**config.mk**
```make
export PLATFORM = sky130hd
export DESIGN_NAME = flash_cmd_seq
export DESIGN_NICKNAME = d
export VERILOG_FILES = /design/src/rtl/fcs_pkg.sv /design/src/rtl/fcs_guard.sv /design/src/rtl/fcs_status.sv /design/src/rtl/flash_cmd_seq.sv
export SDC_FILE = /design/constraint.sdc
export NUM_CORES = 1
export LEC_CHECK = 0
export ABC_AREA = 1
export BUFFER_PORTS_ARGS = -buffer_cell sky130_fd_sc_hd__buf_2
export CORE_ASPECT_RATIO = 0.9
export CORE_MARGIN = 2
export CORE_UTILIZATION = 48
export DETAILED_ROUTE_END_ITERATION = 8
export HOLD_SLACK_MARGIN = 0.08
export PLACE_DENSITY = 0.78
export SYNTH_ARGS = -nofsm -noshare
export SYNTH_HDL_FRONTEND = slang
export SYNTH_SLANG_ARGS = --single-unit
```
**constraint.sdc**
```tcl
create_clock -name clk -period 2.1 [get_ports clk]
set_clock_uncertainty 0.15 [all_clocks]
set_input_delay 0.42 -clock clk [delete_from_list [all_inputs] [get_ports clk]]
set_output_delay 0.42 -clock clk [all_outputs]
set_load 0.02 [all_outputs]
```
**src/rtl/fcs_pkg.sv**
```systemverilog
package fcs_pkg;
  localparam logic [7:0] CODE_PROG  = 8'h40;
  localparam logic [7:0] CODE_ERASE = 8'h20;
  localparam logic [7:0] CODE_READ  = 8'hFF;
  localparam logic [7:0] CODE_CONF  = 8'hD0;

  typedef enum logic [1:0] {
    SQ_IDLE  = 2'd0,
    SQ_PROG  = 2'd1,
    SQ_ERASE = 2'd2,
    SQ_BUSY  = 2'd3
  } sq_state_t;
endpackage

```
**src/rtl/fcs_guard.sv**
```systemverilog
module fcs_guard #(
  parameter int AW          = 16,
  parameter int FLASH_BYTES = 32768,
  parameter int BLK_BYTES   = 8192,
  localparam int NBLK       = FLASH_BYTES / BLK_BYTES
) (
  input  logic [AW-1:0]   addr,
  input  logic            rewrite_en,
  input  logic [NBLK-1:0] blk_lock,
  output logic            allowed
);
  logic [31:0]     addr32;
  logic [NBLK-1:0] in_blk;

  assign addr32 = 32'(addr);

  for (genvar g = 0; g < NBLK; g++) begin : g_blk
    assign in_blk[g] = (addr32 >= 32'(g * BLK_BYTES)) &&
                       (addr32 <  32'((g + 1) * BLK_BYTES));
  end

  // an unallocated address hits no block and is therefore rejected
  assign allowed = rewrite_en && |(in_blk & ~blk_lock);
endmodule

```
**src/rtl/fcs_status.sv**
```systemverilog
module fcs_status (
  input  logic clk,
  input  logic rst,
  input  logic clr,
  input  logic set_erase,
  input  logic set_prog,
  output logic err_erase,
  output logic err_prog
);
  always_ff @(posedge clk) begin
    if (rst) begin
      err_erase <= 1'b0;
      err_prog  <= 1'b0;
    end else begin
      err_erase <= (err_erase & ~clr) | set_erase;
      err_prog  <= (err_prog  & ~clr) | set_prog;
    end
  end


  erase_sticky_chk: assert property (@(posedge clk) disable iff (rst)
    $fell(err_erase) |-> $past(clr));

  prog_sticky_chk: assert property (@(posedge clk) disable iff (rst)
    $fell(err_prog) |-> $past(clr));
endmodule

```
**src/rtl/flash_cmd_seq.sv**
```systemverilog
module flash_cmd_seq #(
  parameter int AW          = 16,
  parameter int FLASH_BYTES = 32768,
  parameter int BLK_BYTES   = 8192,
  localparam int NBLK       = FLASH_BYTES / BLK_BYTES
) (
  input  logic            clk,
  input  logic            rst,
  input  logic            wr_en,
  input  logic [AW-1:0]   wr_addr,
  input  logic [7:0]      wr_data,
  input  logic            rewrite_en,
  input  logic [NBLK-1:0] blk_lock,
  input  logic            clr_status,
  input  logic            arr_done,
  input  logic            arr_pass,
  output logic            arr_start,
  output logic            arr_op,
  output logic [AW-1:0]   arr_addr,
  output logic [7:0]      arr_wdata,
  output logic            ready,
  output logic            array_read,
  output logic            err_erase,
  output logic            err_prog
);
  import fcs_pkg::*;

  sq_state_t state, state_n;
  logic      allowed;
  logic      mode_n, launch, launch_op;
  logic      seq_err, bad_erase, bad_prog;

  fcs_guard #(.AW(AW), .FLASH_BYTES(FLASH_BYTES), .BLK_BYTES(BLK_BYTES)) u_guard (
    .addr       (wr_addr),
    .rewrite_en (rewrite_en),
    .blk_lock   (blk_lock),
    .allowed    (allowed)
  );

  always_comb begin
    state_n   = state;
    mode_n    = array_read;
    launch    = 1'b0;
    launch_op = 1'b0;
    seq_err   = 1'b0;
    bad_erase = 1'b0;
    bad_prog  = 1'b0;
    unique case (state)
      SQ_IDLE: if (wr_en) begin
        mode_n = 1'b0;
        if (wr_data == CODE_READ)       mode_n  = 1'b1;
        else if (wr_data == CODE_PROG)  state_n = SQ_PROG;
        else if (wr_data == CODE_ERASE) state_n = SQ_ERASE;
        else                            seq_err = 1'b1;
      end
      SQ_PROG: if (wr_en) begin
        state_n = SQ_IDLE;
        if (wr_data == CODE_READ) mode_n = 1'b1;
        else if (allowed) begin
          launch  = 1'b1;
          state_n = SQ_BUSY;
        end else bad_prog = 1'b1;
      end
      SQ_ERASE: if (wr_en) begin
        state_n = SQ_IDLE;
        if (wr_data == CODE_READ) mode_n = 1'b1;
        else if (wr_data == CODE_CONF) begin
          if (allowed) begin
            launch    = 1'b1;
            launch_op = 1'b1;
            state_n   = SQ_BUSY;
          end else bad_erase = 1'b1;
        end else seq_err = 1'b1;
      end
      SQ_BUSY: if (arr_done) begin
        state_n = SQ_IDLE;
        if (!arr_pass) begin
          bad_erase = arr_op;
          bad_prog  = ~arr_op;
        end
      end
      default: state_n = SQ_IDLE;
    endcase
  end

  always_ff @(posedge clk) begin
    if (rst) begin
      state      <= SQ_IDLE;
      array_read <= 1'b1;
      ready      <= 1'b1;
      arr_start  <= 1'b0;
      arr_op     <= 1'b0;
      arr_addr   <= '0;
      arr_wdata  <= '0;
    end else begin
      state      <= state_n;
      array_read <= mode_n;
      ready      <= (state_n != SQ_BUSY);
      arr_start  <= launch;
      if (launch) begin
        arr_op    <= launch_op;
        arr_addr  <= wr_addr;
        arr_wdata <= wr_data;
      end
    end
  end

  fcs_status u_status (
    .clk       (clk),
    .rst       (rst),
    .clr       (clr_status),
    .set_erase (seq_err | bad_erase),
    .set_prog  (seq_err | bad_prog),
    .err_erase (err_erase),
    .err_prog  (err_prog)
  );


  start_pulse_chk: assert property (@(posedge clk) disable iff (rst)
    arr_start |=> !arr_start);

  start_busy_chk: assert property (@(posedge clk) disable iff (rst)
    arr_start |-> !ready);

  ready_rise_chk: assert property (@(posedge clk) disable iff (rst)
    $rose(ready) |-> $past(arr_done));

  start_alloc_chk: assert property (@(posedge clk) disable iff (rst)
    arr_start |-> (32'(arr_addr) < 32'(FLASH_BYTES)));
endmodule

```
==> results of run 1 <==
## worst max-delay path, delay by kind of cell, from the launching register on
kind,cells,cell delay [ps]
AND/OR/NAND/NOR,6,650
buffers and inverters,3,400
adder cells (fa/ha/maj),1,170
flip-flops,1,340
## per-layer routing
layer	vias up	global-route usage	part of all wire
met5	-	0	0
met4	0	0.0525	0.0053
met3	2	0.0546	0.074
met2	50	0.277	0.42
met1	728	0.270	0.50
li1	928	-	-
## state kept, by name, summed over array words and instances, names as in the netlist
signal,flops
arr_addr,16
arr_wdata,8
state,2
arr_op,1
arr_start,1
array_read,1
ready,1
u_status.err_erase,1
u_status.err_prog,1
## path summary, 6_finish.rpt
| path | start | end | slack [ps] | depth (start not counted) |
|---|---|---|---|---|
| min reg2reg | arr_addr[15]$_SDFFE_PP0P_ | arr_addr[15]$_SDFFE_PP0P_ | 300 | 2 |
| max | state[0]$_SDFF_PP0_ | arr_addr[11]$_SDFFE_PP0P_ | 280 | 10 |
| min | wr_addr[12] | arr_addr[12]$_SDFFE_PP0P_ | 220 | 3 |
| max reg2reg | state[0]$_SDFF_PP0_ | arr_addr[11]$_SDFFE_PP0P_ | 280 | 10 |
## Yosys cell counts (all sizes together)
master	instances	area, µm²
buf	5	37.5
dfxtp	32	641
clkbuf	2	7.51
nand4	3	25.0
clkinv	1	3.75
nand2	78	293
nor2	64	248
ha	4	50.1
o31ai	2	15.0
nand3	14	75.1
inv	58	218
o21ai	4	20.0
nor3	1	5.00
a21oi	4	20.0
a22oi	1	7.51
## stage by stage
| stage | utilization | power, mW | area (µm²) | cells |
|---|---|---|---|---|
| floorplan | - | 0.769 | 1670 | 273 |
| global placement | 0.603 | 0.844 | 2020 | 376 |
| detailed placement | 0.603 | 0.844 | 2020 | 376 |
| CTS | 0.641 | 1.49 | 2150 | 384 |
| global route | 0.641 | 1.55 | 2150 | 384 |
| finish | 0.641 | 1.47 | 2150 | 384 |
## power breakdown
group	internal [mW]	leakage, nW	switching [mW]
registers	0.623	0.259	0.00975
logic	0.0787	1.04	0.120
clock network	0.419	0.0645	0.222
## cell families (layout without fill, tap and decap cells)
group / after synthesis / count (layout) / share of synthesized area
AOI/OAI and AO/OA: 11 / 11 / 0.0376
adders and majority gates: 4 / 4 / 0.0301
buffers and inverters: 66 / 133 / 0.160
DFF: 32 / 32 / 0.385
and+or+nand+nor: 160 / 160 / 0.388
## cell type report
type / count / share of cell area
tap: 44 / 0.0256
clock inverter: 1 / 0.0140
clock buffer: 7 / 0.0448
inverter: 59 / 0.103
multi-input combinational: 175 / 0.353
sequential: 32 / 0.298
timing repair buffer: 66 / 0.162
==> results.md, run 1 <==
- Filler cell count: 332
- Unrepaired setup endpoints after global routing: no
- DR WL/cell: 9.26 µm
- # DRC: 0
- Initial antenna violation count: 0
- Hold crit path type: input port to register
- GPL Wtd Cong: 0.819
- Via Count: 1708
- CTS root buffer: clkbuf_8
- Sequential share of the synthesized area: 0.385
- Maximum net fanout on the critical path: 47
- Tcrit/Tclk final: 0.868
- Post-CTS Resized: 0
- Max clock buf depth: 2
- Post-DRT Antenna Nets: 0
- Most frequent CP cell: nor2_1
- Layout area overhead: 29.1%
- H-tree depth: 2
- Yosys warns: 0
- Relative slew slack: 0.842
- Final setup viols: 0
- Peak VDD IR: 0.550 mV
- Total Wirelength: 3.56 mm
- IO buf count: 64
- DR pass1 iterations: 4
- Overall Global Routing Usage: 0.189
- Vias/cell: 4.45
- Req. time, crit path: 2120 ps
- Crit Path Class: register to register
- Most frequent cells in the layout: 78 x nand2_1, 64 x buf_2, 61 x nor2_1
- Pins Over Slew Limit: 0
- I/O Pins: 65
- Via count of the first global-routing pass: 1333
- Slowest stage delay, CP: 340 ps
- Pin count of the biggest net entering global routing: 48
- Register area: 641 µm²
- ANT cells: 0
- Post-DP HPWL: 2.70 mm
- Post-place setup slack: 301 ps
- Endpoints failing hold: 0
- Fmax: 549 MHz
- Layout cell share with drive strength beyond 1: 0.232
- Tightest Pin Transition: 237 ps
- GRT overflow: 0
- Total CTS buffers: 5
- Later-pin clock latency in the skew report: 270 ps
- Worst hold slack: 215 ps
- Fin crit period: 1820 ps
- Number of distinct library cells after synthesis: 19
- Area of the multi-input gates: 758 µm²
- Die ar.: 3960 µm²
- Count of hold-fix buffers inserted at cts: 0
- Setup crit end kind: register
- Buffer count from post-CTS setup fixing: 0
- First-pass GRT wire length: 5.81 mm
- Syn nets: 312
- Max Cap Viol: 0
- Clock sink total: 32
- Commonest non-fill, non-tap cell in the layout: nand2_1
- Die X: 66.1 µm
- Cells after Synth: 273
- # rows: 20
- Syn_area_per_cell: 6.10 µm²
- # nets final: 378
- Worst setup margin: 278 ps
- Setup TNS: 0 ps
- Crit path cell chain: inv_1 -> ha_1 -> inv_1 -> nor2_1 -> nand3_2 -> nand2_1 -> nand4_2 -> buf_12 -> nor2_1 -> nor2_1
- Die height: 59.9 µm
- Critical-path top delay cell: dfxtp_1
- Pwr dens: 685 nW/µm²
- Synth Register Bits: 32
- Initial detailed-routing violation count: 86
- Setup crit start kind: register
- Crit path DAT: 1850 ps
- Status: finished clean
- Clock transition at path regs: 70 ps
- Synth Cell Area: 1670 µm²
- Starting Density: 0.497
- Leak: 1.36 nW
- CTS tree: built
- CORE AREA: 3350 µm²
No activity file was read; power rests on OpenSTA's default activity.
==> run 2: changes to the inputs <==
- CORE_MARGIN: 2 -> 5
- PLACE_DENSITY: 0.78 -> 0.79
==> run 2 against run 1 <==
Against the previous run: setup slack got worse by 6.6 ps; utilization fell by 0.56 points; critical path depth up 1; combinational power hardly changed; critical path type unchanged; register-to-register slack about the same; global-route usage shrank 2.2 points.
==> results.md, run 2 (same netlist as run 1, synthesis figures left out) <==
- CTS root buffer: clkbuf_8
- Via Count: 1667 (-2.4%)
- Crit path launch: state[0]$_SDFF_PP0_
- Final setup viols: 0 (unchanged)
- Initial antenna violation count: 0 (unchanged)
- Most frequent cells in the layout: 78 x nand2_1, 64 x buf_2, 61 x nor2_1
- Total CTS buffers: 5 (unchanged)
- CORE AREA: 3350 µm² (unchanged)
- Count of hold-fix buffers inserted at cts: 0 (unchanged)
- Fin crit period: 1830 ps (+6.55 ps)
- Placed Cells: 376 (unchanged)
- DR WL/cell: 9.90 µm (+7.0%)
- Relative slew slack: 0.821 (-0.0211)
- Setup crit start kind: register
- Leak: 1.35 nW (-0.68%)
- Vias/cell: 4.34 (-2.4%)
- Worst setup margin: 271 ps (-6.55 ps)
- Most flop-heavy register: arr_addr
- Crit path DAT: 1900 ps (+50 ps)
- # DRC: 0 (unchanged)
- Combinational share of power: 0.142 (+0.007)
- CTS tree: built
- ANT cells: 0 (unchanged)
- Register area: 641 µm² (unchanged)
- RR Startpoint: state[0]$_SDFF_PP0_
- H-tree depth: 2 (unchanged)
- Slowest stage delay, CP: 340 ps (about the same)
- Total Wirelength: 3.80 mm (+7.0%)
- Endpoints failing hold: 0 (unchanged)
- Peak VDD IR: 0.487 mV (-12%)
- Share of power burned in registers: 0.449 (+0.019)
- Max Cap Viol: 0 (unchanged)
- Tightest Pin Transition: 267 ps (+30.0 ps)
- Setup crit end kind: register
- Layout cell share with drive strength beyond 1: 0.229 (-0.00294)
- Tcrit/Tclk final: 0.871 (+0.00312)
- HP Start: wr_addr[5]
- I/O Pins: 65 (unchanged)
- Clock sink total: 32 (unchanged)
- IO buf count: 64 (unchanged)
- Layout area overhead: 27.9%
- Most frequent CP cell: nand2_1
- Maximum net fanout on the critical path: 49 (+4.3%)
- Crit Path Class: register to register
- GPL Wtd Cong: 0.916 (+12%)
- Die ar.: 4750 µm² (+20%)
- Clock transition at path regs: 70 ps (about the same)
- Post-place setup slack: 320 ps (+18.8 ps)
- First-pass GRT wire length: 6.30 mm (+8.4%)
- Non-filler instance count after layout: 384 (unchanged)
- Status: finished clean
- Largest register FFs: 16 (unchanged)
- Starting Density: 0.497 (unchanged)
- Pwr dens: 661 nW/µm² (-3.5%)
- # rows: 20 (unchanged)
- Post-DP HPWL: 2.92 mm (+8.2%)
- Via count of the first global-routing pass: 1497 (+12%)
- GRT overflow: 0 (unchanged)
- Area of the multi-input gates: 758 µm² (unchanged)
- Sw Share: 0.252 (+0.0131)
- Pins Over Slew Limit: 0 (unchanged)
- Worst hold slack: 211 ps (-4.59 ps)
- Post-CTS Resized: 0 (unchanged)
- Sw power: 0.356 mW (+0.89%)
- Fmax: 547 MHz (-0.36%)
- Unrepaired setup endpoints after global routing: no
- Crit path cell chain: inv_1 -> ha_1 -> inv_1 -> nor2_1 -> nand3_2 -> nand2_1 -> nand4_2 -> buf_12 -> nand2_1 -> nand2_1 -> nor2_1
- Buffer count from post-CTS setup fixing: 0 (unchanged)
- Die height: 65.9 µm (+10%)
- Pin count of the biggest net entering global routing: 50 (+4.2%)
- Clk pwr share: 0.408 (-0.027)
- Critical-path top delay cell: dfxtp_1
- Largest regs: arr_addr: 16 flops, arr_wdata: 8 flops, state: 2 flops
- Req. time, crit path: 2170 ps (+50 ps)
- Overall Global Routing Usage: 0.167 (-0.0217)
- Later-pin clock latency in the skew report: 280 ps (about the same)
- Post-DRT Antenna Nets: 0 (unchanged)
- Max clock buf depth: 2 (unchanged)
- Setup TNS: 0 ps (unchanged)
- Commonest non-fill, non-tap cell in the layout: nand2_1
- Die X: 72.1 µm (+9.1%)
- Internal Power: 1.05 mW (-6.0%)
- DR pass1 iterations: 4 (unchanged)
- # nets final: 378 (unchanged)
- Hold crit path type: input port to register
- Initial detailed-routing violation count: 104 (+21%)
- Filler cell count: 323 (-2.7%)
==> run 2: cell count changes in the layout (fill, tap and decap cells not counted) <==
| cell | before | now |
|---|---|---|
| clkinv_2 | 0 | 1 |
| clkbuf_8 | 7 | 5 |
| clkbuf_1 | 0 | 1 |
==> run 2: final timing paths <==
kind | end | slack [ps] | cells after the start
min reg2reg | arr_addr[15]$_SDFFE_PP0P_ | 300 | 2
max | arr_addr[14]$_SDFFE_PP0P_ | 270 | 11
min | arr_addr[5]$_SDFFE_PP0P_ | 210 | 3
max reg2reg | arr_addr[14]$_SDFFE_PP0P_ | 270 | 11
==> run 2: critical path: cells and delay by family, from the launching register on <==
family / cells / cell delay, ps
adders and majority gates: 1 / 180
buffers and inverters: 3 / 370
DFF: 1 / 340
and+or+nand+nor: 7 / 710
==> run 2: area by class of cell <==
class / count / share of cell area
timing repair buffer: 66 / 0.163
inverter: 59 / 0.104
clock buffer: 6 / 0.0341
clock inverter: 2 / 0.0164
sequential: 32 / 0.301
multi-input combinational: 175 / 0.356
tap: 44 / 0.0258
==> run 2: routing by layer <==
metal	wire [µm]	GRT usage	share of wire
met2	1760	0.274	0.46
met1	1700	0.206	0.45
met3	308	0.0532	0.081
met4	34	0.0563	0.0089
met5	0	0	0
==> run 2: per-stage QoR <==
stage	power [mW]	cell area, µm²	utilization
final	1.41	2130	0.635
after global routing	1.48	2130	0.635
after CTS	1.42	2130	0.635
after detailed placement	0.846	2020	0.603
after global placement	0.844	2020	0.603
after floorplan	0.769	1670	-
==> run 2: power groups by stage <==
stage,logic (mW),clock network (mW),registers [mW]
2_1_floorplan,0.109,0,0.660
3_3_place_gp,0.197,0,0.646
4_1_cts,0.200,0.587,0.633
5_1_grt,0.229,0.620,0.635
6_report,0.200,0.576,0.633
3_5_place_dp,0.198,0,0.647
==> run 3: changes to the inputs <==
- ABC_AREA: 1 -> default
- CORE_UTILIZATION: 48 -> 46
- GPL_ROUTABILITY_DRIVEN: default -> 0
==> run 3 against run 2 <==
Against the previous run: final cell count shrank 32%; register-to-register slack worse by 160 ps; synthesized cell count fell by 47%; total power decreased by 15%; via count is 22% lower; final area fell by 9.1%; highest routed layer unchanged; critical path type unchanged; clock-buffer cell count unchanged; critical path depth down 2.
==> results.md, run 3 <==
- Status: finished clean
- Syn_area_per_cell: 9.86 µm² (+62%)
- Total CTS buffers: 5 (unchanged)
- Peak VDD IR: 0.562 mV (+16%)
- DR WL/cell: 13.0 µm (+31%)
- Share of power burned in registers: 0.516 (+0.067)
- Main combinational cell family by area after synthesis: simple AND/OR/NAND/NOR gates
- Combinational share of power: 0.108 (-0.034)
- Vias/cell: 4.96 (+14%)
- Placed cell areas: 1820 µm² (-10%)
- Crit path launch: state[0]$_SDFF_PP0_
- Main area contributors after synthesis: dfxtp_1 45%, mux2i_1 16%, nor2_1 8.3%
- Clk pwr share: 0.376 (-0.032)
- Sw Share: 0.229 (-0.0234)
- # nets final: 258 (-32%)
- Number of distinct library cells after synthesis: 37 (+18)
- Initial antenna violation count: 0 (unchanged)
- Syn nets: 185 (-41%)
- Setup crit end kind: register
- Simple logic cell fraction of the synthesized area: 0.197 (-0.190)
- Crit path DAT: 2030 ps (+130 ps)
- Crit path cell chain: inv_1 -> ha_2 -> and3_1 -> a31o_1 -> nand4_1 -> buf_4 -> clkbuf_16 -> mux2i_1 -> nor2_1
- Post-synth top area cell: dfxtp_1
- Post-synth EDFFs: 0 (unchanged)
- Largest regs: arr_addr: 16 flops, arr_wdata: 8 flops, state: 2 flops
- Post-synthesis mux area share: 0.176 (+0.176)
- Synth Cell Area: 1440 µm² (-14%)
- # rows: 19 (-5.0%)
- Starting Density: 0.473 (-0.0238)
- Yosys warns: 0 (unchanged)
- Req. time, crit path: 2150 ps (-20 ps)
- Most flop-heavy register: arr_addr
- Maximum net fanout on the critical path: 10 (-80%)
- Count of hold-fix buffers inserted at cts: 0 (unchanged)
- Synth Flop Type: dfxtp_1
- Sequential share of the synthesized area: 0.445 (+0.0605)
- Filler cell count: 285 (-12%)
- Fin area: 1940 µm² (-9.1%)
- Die X: 69.0 µm (-4.3%)
- Setup crit start kind: register
- Via count of the first global-routing pass: 1271 (-15%)
- Commonest non-fill, non-tap cell in the layout: buf_2
- Overall Global Routing Usage: 0.166 (-0.00125)
- ANT cells: 0 (unchanged)
- CTS root buffer: clkbuf_4
- Tcrit/Tclk final: 0.946 (+0.0756)
- Register area: 641 µm² (unchanged)
- Max Cap Viol: 0 (unchanged)
- Slowest stage delay, CP: 340 ps (about the same)
- IO buf count: 64 (unchanged)
- Initial detailed-routing violation count: 50 (-52%)
- GRT overflow: 0 (unchanged)
- Post-synthesis xor/xnor area fraction: 0.00609 (+0.00609)
- Via Count: 1299 (-22%)
- CTS tree: built
- H-tree depth: 2 (unchanged)
- Internal Power: 0.925 mW (-12%)
- Layout cell share with drive strength beyond 1: 0.391 (+0.161)
- Die height: 63.1 µm (-4.3%)
- Layout area overhead: 34.6%
- Clock sink total: 32 (unchanged)
- Worst path top cell family by delay: buffers and inverters
- CORE AREA: 3040 µm² (-9.3%)
- I/O Pins: 65 (unchanged)
- Relative slew slack: 0.628 (-0.192)
- Most frequent cells in the layout: 64 x buf_2, 32 x nor2_1, 32 x dfxtp_1
- Asr flop ratio synth: 0 (unchanged)
- Tightest Pin Transition: 557 ps (+290 ps)
- Max clock buf depth: 2 (unchanged)
- Yosys top cell area share: 0.445 (+0.0605)
- Pin count of the biggest net entering global routing: 32 (-36%)
- Die ar.: 4350 µm² (-8.4%)
- DR pass1 iterations: 4 (unchanged)
- Post-DRT Antenna Nets: 0 (unchanged)
- Clock transition at path regs: 100 ps (+30 ps)
- Placed Cells: 252 (-33%)
- Compound-Gate Fraction of Synth Area: 0.0957 (+0.0581)
- RR Startpoint: state[0]$_SDFF_PP0_
- First-pass GRT wire length: 5.53 mm (-12%)
- Hold crit path type: input port to register
- Top cells by count, synth: 32 x dfxtp_1, 32 x nor2_1, 23 x mux2i_1, 8 x nand2_1, 5 x a21oi_1
- Cells after Synth: 146 (-47%)
- Fin crit period: 1990 ps (+159 ps)
- Post-DP HPWL: 2.58 mm (-12%)
- Largest register FFs: 16 (unchanged)
- Fmax: 503 MHz (-8.0%)
- Final Util: 0.637 (+0.00106)
- Final setup viols: 0 (unchanged)
- Total Wirelength: 3.41 mm (-10%)
- # DRC: 0 (unchanged)
- Adder-cell share of the synthesized area: 0.0348 (+0.00473)
- Leak: 1.08 nW (-20%)
- Pins Over Slew Limit: 0 (unchanged)
- Endpoints failing hold: 0 (unchanged)
- Non-filler instance count after layout: 262 (-32%)
- Buf+Inv Stages, Crit Path: 3 (unchanged)
- Later-pin clock latency in the skew report: 320 ps (+40 ps)
- Critical-path top delay cell: dfxtp_1
- Sw power: 0.275 mW (-23%)
- Crit Path Class: register to register
- HP Start: wr_addr[11]
- Pwr dens: 619 nW/µm² (-6.4%)
- Area of the multi-input gates: 742 µm² (-2.1%)
- Synth Register Bits: 32 (unchanged)
[run 3: worst paths after layout]
| path | slack [ps] | end | depth (start not counted) |
|---|---|---|---|
| worst max register to register | 110 | arr_addr[9]$_SDFFE_PP0P_ | 9 |
| worst min-delay path | 170 | arr_addr[11]$_SDFFE_PP0P_ | 3 |
| worst max-delay path | 110 | arr_addr[9]$_SDFFE_PP0P_ | 9 |
| worst min register to register | 350 | arr_wdata[7]$_SDFFE_PP0P_ | 2 |
[run 3: worst reg2reg max path, cell delays in order (launching register included)]
cell       delay, ps
dfxtp_1          340
inv_1             80
ha_2             210
and3_1           190
a31o_1           240
nand4_1           80
buf_4            160
clkbuf_16        170
mux2i_1          180
nor2_1            60
[run 3: final cells by class]
cell class,instances,share of cell area
clock buffer,6,0.0213
clock inverter,2,0.0181
multi-input combinational,105,0.383
timing repair buffer,72,0.214
tap,42,0.0271
sequential,32,0.331
inverter,3,0.00581
[run 3: logic make-up after synthesis]
| kind of cell | Yosys count |
|---|---|
| compound gates | 18 |
| mux | 24 |
| buf+inv | 9 |
| fa+ha+maj | 4 |
| flops | 32 |
| xor+xnor | 1 |
| simple gates | 58 |
[run 3: power groups by stage]
stage               clock (mW)  combinational, mW  sequential [mW]
floorplan                    0             0.0571            0.641
global placement             0              0.127            0.633
detailed placement           0              0.128            0.633
CTS                      0.464              0.129            0.619
global route             0.490              0.145            0.620
finish                   0.451              0.130            0.619
[run 3: through the flow]
step	total power [mW]	setup WS, ps	TNS (ps)	hold WS [ps]
after floorplan	0.698	136	0	350
after global placement	0.760	-42.0	-812	321
after detailed placement	0.761	-111	-2160	332
after CTS	1.21	22.0	0	163
after global routing	1.26	-14.5	-38.4	166
final	1.20	113	0	174
[run 3: metal layers]
layer / GRT usage / vias to the layer above / wire length, µm / part of all wire
met4: 0.0584 / 0 / 44 / 0.013
met1: 0.199 / 604 / 1390 / 0.41
met2: 0.273 / 36 / 1740 / 0.51
li1: - / 654 / - / -
met5: 0 / - / 0 / 0
met3: 0.0533 / 5 / 237 / 0.069
[run 3: repair_timing]
action,CTS,global route
gates resized for setup,0,3
buffers inserted,0,1
setup endpoints to repair,0,22
